**src/rtl/board_cfg_pkg.sv**
```systemverilog
package board_cfg_pkg;
  localparam int BYTE_W = 8;

  localparam logic [15:0] PORT_STAT  = 16'h0091;
  localparam logic [15:0] PORT_SETUP = 16'h0094;
  localparam logic [15:0] PORT_ID_LO = 16'h0100;
  localparam logic [15:0] PORT_ID_HI = 16'h0101;
  localparam logic [15:0] PORT_OPT   = 16'h0102;
  localparam logic [15:0] PORT_GP0   = 16'h0103;
  localparam logic [15:0] PORT_GP1   = 16'h0104;
  localparam logic [15:0] PORT_GP2   = 16'h0105;
  localparam logic [15:0] PORT_GP3   = 16'h0190;

  localparam int NUM_GP = 4;

  // option byte field positions (decoded by the port steering logic)
  localparam int SETUP_LOCK_BIT = 7;
  localparam int OPT_SER_EN_BIT = 2;
  localparam int OPT_COM_BIT    = 3;
  localparam int OPT_LPT_EN_BIT = 4;
  localparam int OPT_LPT_LSB    = 5;

  localparam logic [BYTE_W-1:0] OPT_RESET = 8'h10;
  localparam logic [BYTE_W-1:0] OPEN_BUS  = 8'hFF;

  typedef enum logic [3:0] {
    SEL_STAT, SEL_SETUP, SEL_ID_LO, SEL_ID_HI, SEL_OPT,
    SEL_GP0, SEL_GP1, SEL_GP2, SEL_GP3, SEL_NONE
  } reg_sel_e;

  function automatic reg_sel_e gp_sel(input int idx);
    case (idx)
      0:       return SEL_GP0;
      1:       return SEL_GP1;
      2:       return SEL_GP2;
      default: return SEL_GP3;
    endcase
  endfunction

  function automatic logic [1:0] lpt_field(input logic [BYTE_W-1:0] opt);
    return opt[OPT_LPT_LSB +: 2];
  endfunction

  function automatic logic lpt_enabled(input logic [BYTE_W-1:0] opt);
    return opt[OPT_LPT_EN_BIT] && (lpt_field(opt) != 2'b11);
  endfunction

  function automatic logic com_first(input logic [BYTE_W-1:0] opt);
    return opt[OPT_SER_EN_BIT] & opt[OPT_COM_BIT];
  endfunction

  function automatic logic [BYTE_W-1:0] opt_readback(input logic [BYTE_W-1:0] opt);
    logic [BYTE_W-1:0] v;
    v = opt;
    v[OPT_COM_BIT] = 1'b1;
    return v;
  endfunction
endpackage

```
**src/rtl/board_cfg_decode.sv**
```systemverilog
module board_cfg_decode
  import board_cfg_pkg::*;
#(
  parameter int ADDR_W = 16
) (
  input  logic [ADDR_W-1:0] addr,
  output reg_sel_e          sel
);
  always_comb begin
    if      (addr == ADDR_W'(PORT_STAT))  sel = SEL_STAT;
    else if (addr == ADDR_W'(PORT_SETUP)) sel = SEL_SETUP;
    else if (addr == ADDR_W'(PORT_ID_LO)) sel = SEL_ID_LO;
    else if (addr == ADDR_W'(PORT_ID_HI)) sel = SEL_ID_HI;
    else if (addr == ADDR_W'(PORT_OPT))   sel = SEL_OPT;
    else if (addr == ADDR_W'(PORT_GP0))   sel = SEL_GP0;
    else if (addr == ADDR_W'(PORT_GP1))   sel = SEL_GP1;
    else if (addr == ADDR_W'(PORT_GP2))   sel = SEL_GP2;
    else if (addr == ADDR_W'(PORT_GP3))   sel = SEL_GP3;
    else                                  sel = SEL_NONE;
  end
endmodule

```
**src/rtl/board_cfg_store.sv**
```systemverilog
module board_cfg_store
  import board_cfg_pkg::*;
(
  input  logic                          clk,
  input  logic                          rst,
  input  reg_sel_e                      sel,
  input  logic                          rd_stb,
  input  logic                          wr_stb,
  input  logic [BYTE_W-1:0]             wr_data,
  input  logic [BYTE_W-1:0]             stat_set,
  output logic [BYTE_W-1:0]             stat_q,
  output logic [BYTE_W-1:0]             setup_q,
  output logic [BYTE_W-1:0]             opt_q,
  output logic [NUM_GP-1:0][BYTE_W-1:0] gp_q,
  output logic                          opt_wr_ok,
  output logic                          stat_clr
);
  logic rd_stb_q;

  // clear only on the first cycle of a read strobe
  assign stat_clr  = rd_stb && !rd_stb_q && (sel == SEL_STAT);
  assign opt_wr_ok = wr_stb && (sel == SEL_OPT) && !setup_q[SETUP_LOCK_BIT];

  always_ff @(posedge clk) begin
    if (rst) rd_stb_q <= 1'b0;
    else     rd_stb_q <= rd_stb;
  end

  // set requests win over the read clear
  always_ff @(posedge clk) begin
    if (rst) stat_q <= '0;
    else     stat_q <= (stat_clr ? '0 : stat_q) | stat_set;
  end

  always_ff @(posedge clk) begin
    if (rst)                               setup_q <= '0;
    else if (wr_stb && sel == SEL_SETUP)   setup_q <= wr_data;
  end

  always_ff @(posedge clk) begin
    if (rst)            opt_q <= OPT_RESET;
    else if (opt_wr_ok) opt_q <= wr_data;
  end

  for (genvar g = 0; g < NUM_GP; g++) begin : g_gp
    logic gp_we;
    assign gp_we = wr_stb && (sel == gp_sel(g));
    always_ff @(posedge clk) begin
      if (rst)        gp_q[g] <= '0;
      else if (gp_we) gp_q[g] <= wr_data;
    end
  end
endmodule

```
**src/rtl/board_cfg_portsel.sv**
```systemverilog
module board_cfg_portsel
  import board_cfg_pkg::*;
(
  input  logic [BYTE_W-1:0] opt_q,
  output logic              serial_en,
  output logic              com_sel,
  output logic              lpt_en,
  output logic [1:0]        lpt_base_sel
);
  assign serial_en    = opt_q[OPT_SER_EN_BIT];
  assign com_sel      = com_first(opt_q);
  assign lpt_en       = lpt_enabled(opt_q);
  assign lpt_base_sel = lpt_en ? lpt_field(opt_q) : 2'b00;
endmodule

```
**src/rtl/board_cfg_regs.sv**
```systemverilog
module board_cfg_regs
  import board_cfg_pkg::*;
#(
  parameter int          ADDR_W   = 16,
  parameter logic [15:0] BOARD_ID = 16'hFBFF
) (
  input  logic              clk,
  input  logic              rst,
  input  logic [ADDR_W-1:0] addr,
  input  logic              rd_stb,
  input  logic              wr_stb,
  input  logic [7:0]        wr_data,
  input  logic [7:0]        stat_set,
  output logic [7:0]        rd_data,
  output logic              serial_en,
  output logic              com_sel,
  output logic              lpt_en,
  output logic [1:0]        lpt_base_sel
);
  reg_sel_e                      sel;
  logic [BYTE_W-1:0]             stat_q, setup_q, opt_q;
  logic [NUM_GP-1:0][BYTE_W-1:0] gp_q;
  logic                          opt_wr_ok, stat_clr;
  logic [BYTE_W-1:0]             rd_mux;

  board_cfg_decode #(.ADDR_W(ADDR_W)) u_dec (
    .addr (addr),
    .sel  (sel)
  );

  board_cfg_store u_store (
    .clk       (clk),
    .rst       (rst),
    .sel       (sel),
    .rd_stb    (rd_stb),
    .wr_stb    (wr_stb),
    .wr_data   (wr_data),
    .stat_set  (stat_set),
    .stat_q    (stat_q),
    .setup_q   (setup_q),
    .opt_q     (opt_q),
    .gp_q      (gp_q),
    .opt_wr_ok (opt_wr_ok),
    .stat_clr  (stat_clr)
  );

  board_cfg_portsel u_psel (
    .opt_q        (opt_q),
    .serial_en    (serial_en),
    .com_sel      (com_sel),
    .lpt_en       (lpt_en),
    .lpt_base_sel (lpt_base_sel)
  );

  always_comb begin
    case (sel)
      SEL_STAT:  rd_mux = stat_q;
      SEL_SETUP: rd_mux = setup_q;
      SEL_ID_LO: rd_mux = BOARD_ID[7:0];
      SEL_ID_HI: rd_mux = BOARD_ID[15:8];
      SEL_OPT:   rd_mux = opt_readback(opt_q);
      SEL_GP0:   rd_mux = gp_q[0];
      SEL_GP1:   rd_mux = gp_q[1];
      SEL_GP2:   rd_mux = gp_q[2];
      SEL_GP3:   rd_mux = gp_q[3];
      default:   rd_mux = OPEN_BUS;
    endcase
  end

  always_ff @(posedge clk) begin
    if (rst)         rd_data <= '0;
    else if (rd_stb) rd_data <= rd_mux;
  end
endmodule

```
**config.mk**
```make
export PLATFORM = sky130hd
export DESIGN_NAME = board_cfg_regs
export DESIGN_NICKNAME = d
export VERILOG_FILES = /design/src/rtl/board_cfg_pkg.sv /design/src/rtl/board_cfg_decode.sv /design/src/rtl/board_cfg_store.sv /design/src/rtl/board_cfg_portsel.sv /design/src/rtl/board_cfg_regs.sv
export SDC_FILE = /design/constraint.sdc
export NUM_CORES = 1
export LEC_CHECK = 0
export ABC_AREA = 1
export BUFFER_PORTS_ARGS = -buffer_cell sky130_fd_sc_hd__buf_2
export CORE_MARGIN = 5
export CORE_UTILIZATION = 56
export DETAILED_ROUTE_END_ITERATION = 8
export MAX_ROUTING_LAYER = met4
export PLACE_DENSITY = 0.81
export SLEW_MARGIN = 20
export SYNTH_ARGS = -nofsm -noshare
export SYNTH_HDL_FRONTEND = slang
export SYNTH_SLANG_ARGS = --single-unit
```
**constraint.sdc**
```tcl
create_clock -name clk -period 2.65 [get_ports clk]
set_clock_uncertainty 0.1 [all_clocks]
set_input_delay 0.3975 -clock clk [delete_from_list [all_inputs] [get_ports clk]]
set_output_delay 0.3975 -clock clk [all_outputs]
set_load 0.01 [all_outputs]
```
* Yosys cells after proc, flatten, opt, wreduce, memory -nomap -nowiden *
Index checks and enable logic that the tools add are counted.

word-level totals
  input port bits = 36
  output and inout bits = 13
  flip-flop bits (word level) = 65

cells by class
  equal/unequal tests = 17
  muxes and demuxes = 12
  reductions and logical operators = 13
  bitwise operators = 2

operators by type and width
  cell                 number
  $eq 16x9->1 const B  7
  $pmux 8 s8           1
  $eq 16x8->1 const B  2
  $mux 4               8
  $eq 4x3->1 const B   4
  $logic_and 1x1->1    10
  $mux 8               1
  $or 8x8->8           1
  $eq 4x1->1 const B   1
  $eq 4x2->1 const B   1
  $eq 4x4->1 const B   1
  $logic_not 4->1      1
  $logic_not 1->1      2
  $mux 2               1
  $ne 2x2->1 const B   1
  $and 1x1->1          1
  $mux 1               1

* Depth between registers and ports, before layout *
  word-level depth = 14
  depth in mapped cells = 12
  depth with buffers taken out = 11

* By module *
A second synthesis with hierarchy kept.

second synthesis, totals
  cell total of the unflattened synthesis = 546
  area, all modules = 3535.9 µm²

by module, submodules not included
  module             seq. area each (µm²)  times used  area an instance (µm²)  cells each
  board_cfg_store    1141.1                1           2363.5                  324
  board_cfg_regs     160.2                 1           872.1                   161
  board_cfg_decode   0.0                   1           247.7                   50
  board_cfg_portsel  0.0                   1           52.6                    11

* Worst setup path after synthesis *
OpenSTA, ideal clock, no wires.

  path kind = input-to-reg
  from = input addr[15]
  to = register u_store.stat_q[0]
  cell stages on the path = 8
  arrival time = 1.471 ns
  path slack = 0.951 ns
  library setup time = 0.128 ns
  cell sequence = nor2_1 nand2_1 nor2_4 nand2_2 or3_1 buf_6 a21oi_2 nor2_1

between the ends
  longest elaborated chain between the ends = 14

ends and longest elaborated chain
  item                    line                    text
  start: declaration      board_cfg_regs.sv:9     input logic [ADDR_W-1:0] addr,
  $eq 16x9->1             board_cfg_decode.sv:18  else if (addr == ADDR_W'(PORT_GP3)) sel = SEL_GP3;
  $mux 1                  board_cfg_decode.sv:18
  $mux 4                  board_cfg_decode.sv:17  else if (addr == ADDR_W'(PORT_GP2)) sel = SEL_GP2;
  $mux 4                  board_cfg_decode.sv:16  else if (addr == ADDR_W'(PORT_GP1)) sel = SEL_GP1;
  $mux 4                  board_cfg_decode.sv:15  else if (addr == ADDR_W'(PORT_GP0)) sel = SEL_GP0;
  $mux 4                  board_cfg_decode.sv:14  else if (addr == ADDR_W'(PORT_OPT)) sel = SEL_OPT;
  $mux 4                  board_cfg_decode.sv:13  else if (addr == ADDR_W'(PORT_ID_HI)) sel = SEL_ID_HI;
  $mux 4                  board_cfg_decode.sv:12  else if (addr == ADDR_W'(PORT_ID_LO)) sel = SEL_ID_LO;
  $mux 4                  board_cfg_decode.sv:11  else if (addr == ADDR_W'(PORT_SETUP)) sel = SEL_SETUP;
  $mux 4 (*)              board_cfg_decode.sv:10  if (addr == ADDR_W'(PORT_STAT)) sel = SEL_STAT;
  $logic_not 4->1 (*)     board_cfg_store.sv:21   assign stat_clr = rd_stb && !rd_stb_q && (sel == SEL_STAT);
  $logic_and 1x1->1 (*)   board_cfg_store.sv:21
  $mux 8 (*)              board_cfg_store.sv:32   else stat_q <= (stat_clr ? '0 : stat_q) | stat_set;
  $or 8x8->8 (*)          board_cfg_store.sv:32
  end signal: assignment  board_cfg_store.sv:32
  end: declaration        board_cfg_store.sv:11   output logic [BYTE_W-1:0] stat_q,

Mark *: on every way between the ends. The rest lies on a longest branch, timed or not.
A chain may end at the register's enable or synchronous reset.

* Final worst setup path *
  from = input addr[15]
  to = register rd_data[4]

between the ends
  longest elaborated chain between the ends = 12

ends and longest elaborated chain
  item                                      line                    text
  $eq 16x9->1                               board_cfg_decode.sv:18
  $mux 1                                    board_cfg_decode.sv:18
  $mux 4                                    board_cfg_decode.sv:17
  $mux 4                                    board_cfg_decode.sv:16
  $mux 4                                    board_cfg_decode.sv:15
  $mux 4                                    board_cfg_decode.sv:14
  $mux 4                                    board_cfg_decode.sv:13
  $mux 4                                    board_cfg_decode.sv:12
  $mux 4                                    board_cfg_decode.sv:11
  $mux 4 (*)                                board_cfg_decode.sv:10
  $eq 4x4->1, or another cell as far along  board_cfg_regs.sv:56    case (sel)
  $pmux 8 s8 (*)                            board_cfg_regs.sv:56
  end signal: assignment                    board_cfg_regs.sv:72    else if (rd_stb) rd_data <= rd_mux;
  end: declaration                          board_cfg_regs.sv:14    output logic [7:0] rd_data,

Marks and branches as above.

==> out/metrics.cfg <==
[job]
drv_cap = 0

[global_route]
overflow = 0
grt_pass1_vias = 2877
grt_max_degree = 49
track_usage = 0.247
antenna_found_initial = 0
grt_pass1_wl_mm = 13.8

[synth]
synth_fp_nets = 483
synth_top_family_by_area = simple AND/OR/NAND/NOR gates
synth_area_mm2 = 0.00318
yosysUniqueCellTypes = 26
synth_adder_area_share = 0
synth_compound_area_frac = 0.132
synth-warning-count = 0
synth_area_leaders = dfxtp_1, nand2_1, nand3_1
synth_top_cell_area_share = 0.409
postSynthAreaPerCell_um2 = 7.12
netlist_instances = 447
synth-seq-cells = 65
synth-simple-area-share = 0.396
yosysTopAreaCell = dfxtp_1
synth_sequential_area_ratio = 0.409
synth_xor_area_frac = 0
yosys-mux-area-fraction = 0

[worst_setup_path]
critPathSlowestCell = nor2_2
reg2reg_from = u_store.rd_stb_q
crit_type = in2reg
critPathCaptureType = flop
r2r_end = u_store.stat_q[1]
startpoint_type = primary input
path_buf_inv = 2
max_stage_delay_ns = 0.30
r2r_cells = 3
critPathTopFamily = simple AND/OR/NAND/NOR gates
crit_path_cell_trace = buf_2, nor2_1, nand2_1, nor2_2, buf_4, nand2_2, nand2_1, nor2_1, nand2_2, nand3_1, nand2_1, a21oi_1
r2r_setup_slack_ns = 1.32
worstPathRequired_ns = 2.76
cpMostUsedCell = nand2_1
cp.arrival_ns = 1.98
critPathMaxFanout = 21

[die]
io_pins = 49
die-area_mm2 = 0.00729
die_y_um = 85.4
start_util = 0.578
chipWidth_um = 85.4
num_rows = 27
core_mm2 = 0.00551

[detailed_routing]
drt_iter0_drc = 190
wl_mm = 8.21
routedWlPerCell_um = 14.4
drtPass1Iterations = 6
avgViaCountPerCell = 5.42
num_vias = 3092
drtAntennaViolNets = 0
drc = 0

[power]
pwr_density_cell_mw_per_mm2 = 543
p_leak_nw = 1.63
peakVddDrop_v = 0.000337

[placement]
port_buffers = 48
hpwl_mm = 6.19
dpl_cell_area_mm2 = 0.00343
gp_congestion = 0.952

[cts]
cts_tree = built
h-tree-depth = 3
clk_pin_slew_ns = 0.07
worstSkewPairLatency_ns = 0.34
cts_num_sinks = 65
postCtsSetupBuffers = 0
cts_root_buf = clkbuf_8
numCtsBuffers = 9
hold_buffers = 0
postCtsResizedCells = 0
clock_path_buffers = 2

[sta]
rsz0062_at_grt = no
timing.final.crit_share = 0.709
slew_viol_final = 0
clock.fmax_ghz = 0.533
hold_violations = 0
worstMarginPinSlew_ns = 0.487
final.setup.tns_ns = 0
period_needed_ns = 1.88
final-setup-viol-count = 0
relSlewSlack = 0.675

[final_layout]
final_common_cell = nand2_1
area_growth_pct = 14.6
antenna_cells = 0
nNetsFinal = 530
drive_gt1_frac = 0.220
finalInstanceArea_mm2 = 0.00365
final_cell_mix = nand2_1, dfxtp_1, nand3_1, a21oi_1, buf_2

[worst_hold_path]
min_path_cells = 3
worstHoldPathType = in2reg
min_from = stat_set[7]
min_to = u_store.stat_q[7]

[status]
status = finished clean

flip-flops by register name, indices dropped and copies added (netlist names):
name / flops
u_store.rd_stb_q: 1
u_store.opt_q: 8
rd_data: 8
u_store.setup_q: 8
u_store.gp_q: 32
u_store.stat_q: 8
cell type report:
class                   count  area (um2)
multi-input cells         342        1680
clock buffers              15         206
well taps                  72        90.1
flip-flops and latches     65        1300
repair buffers             53         278
fillers                   527        1860
inverters                  23        86.3
clock inverters             1        5.00
worst reg2reg max path: cells and delay by family, from the launching register on:
kind / cells / cell delay (ns)
compound gates: 1 / 0.20
flops: 1 / 0.30
simple gates: 2 / 0.60
how the worst max path moves through the flow:
| stage | startpoint | end | slack, ns | cells after the start |
|---|---|---|---|---|
| 3_5_place_dp | addr[15] | u_store.gp_q[12] | 0.44 | 9 |
| 6_report | addr[15] | rd_data[4] | 0.77 | 12 |
| 5_1_grt | addr[15] | u_store.gp_q[12] | 0.51 | 9 |
| 3_3_place_gp | addr[15] | rd_data[7] | 0.50 | 12 |
| 4_1_cts | addr[15] | u_store.gp_q[12] | 0.78 | 9 |
| 2_1_floorplan | addr[15] | u_store.stat_q[0] | 0.95 | 8 |
metrics by stage:
| stage | total power [W] | utilization | setup slack, ns | std cells | hold slack [ns] |
|---|---|---|---|---|---|
| floorplan | 0.00109 | - | 0.951 | 447 | 0.340 |
| global placement | 0.00115 | 0.624 | 0.503 | 555 | 0.353 |
| CTS | 0.00199 | 0.662 | 0.777 | 571 | 0.163 |
| detailed placement | 0.00115 | 0.624 | 0.437 | 555 | 0.355 |
| finish | 0.00198 | 0.662 | 0.772 | 571 | 0.167 |
| global route | 0.00206 | 0.662 | 0.514 | 571 | 0.169 |
report_power, final:
| part | internal, W | switching, W | leakage, nW |
|---|---|---|---|
| Combinational | 0.0000445 | 0.0000810 | 0.994 |
| Clock | 0.000492 | 0.000358 | 0.112 |
| Sequential | 0.000994 | 0.0000100 | 0.529 |
cell usage after synthesis (all sizes together):
master  instances
nand2         138
nand4           1
buf            10
nor3            4
nand3          65
clkbuf          7
o21ai          16
dfxtp          65
a21oi          59
o211ai          1
nor2           56
or3             1
inv            23
a21boi          1
cell families (layout without fill, tap and decap cells):
family                 Yosys count  after routing
AND/OR/NAND/NOR                265            265
AO/OA/AOI/OAI                   77             77
buffers and inverters           40             92
flip-flops                      65             65
metal layers:
layer | vias up | GRT usage | share of wire
li1 | 1563 | - | -
met1 | 1403 | 0.310 | 0.44
met2 | 105 | 0.380 | 0.46
met3 | 21 | 0.0544 | 0.071
met4 | 0 | 0.111 | 0.028
met5 | - | - | 0
(Power assumes the default switching activity.)
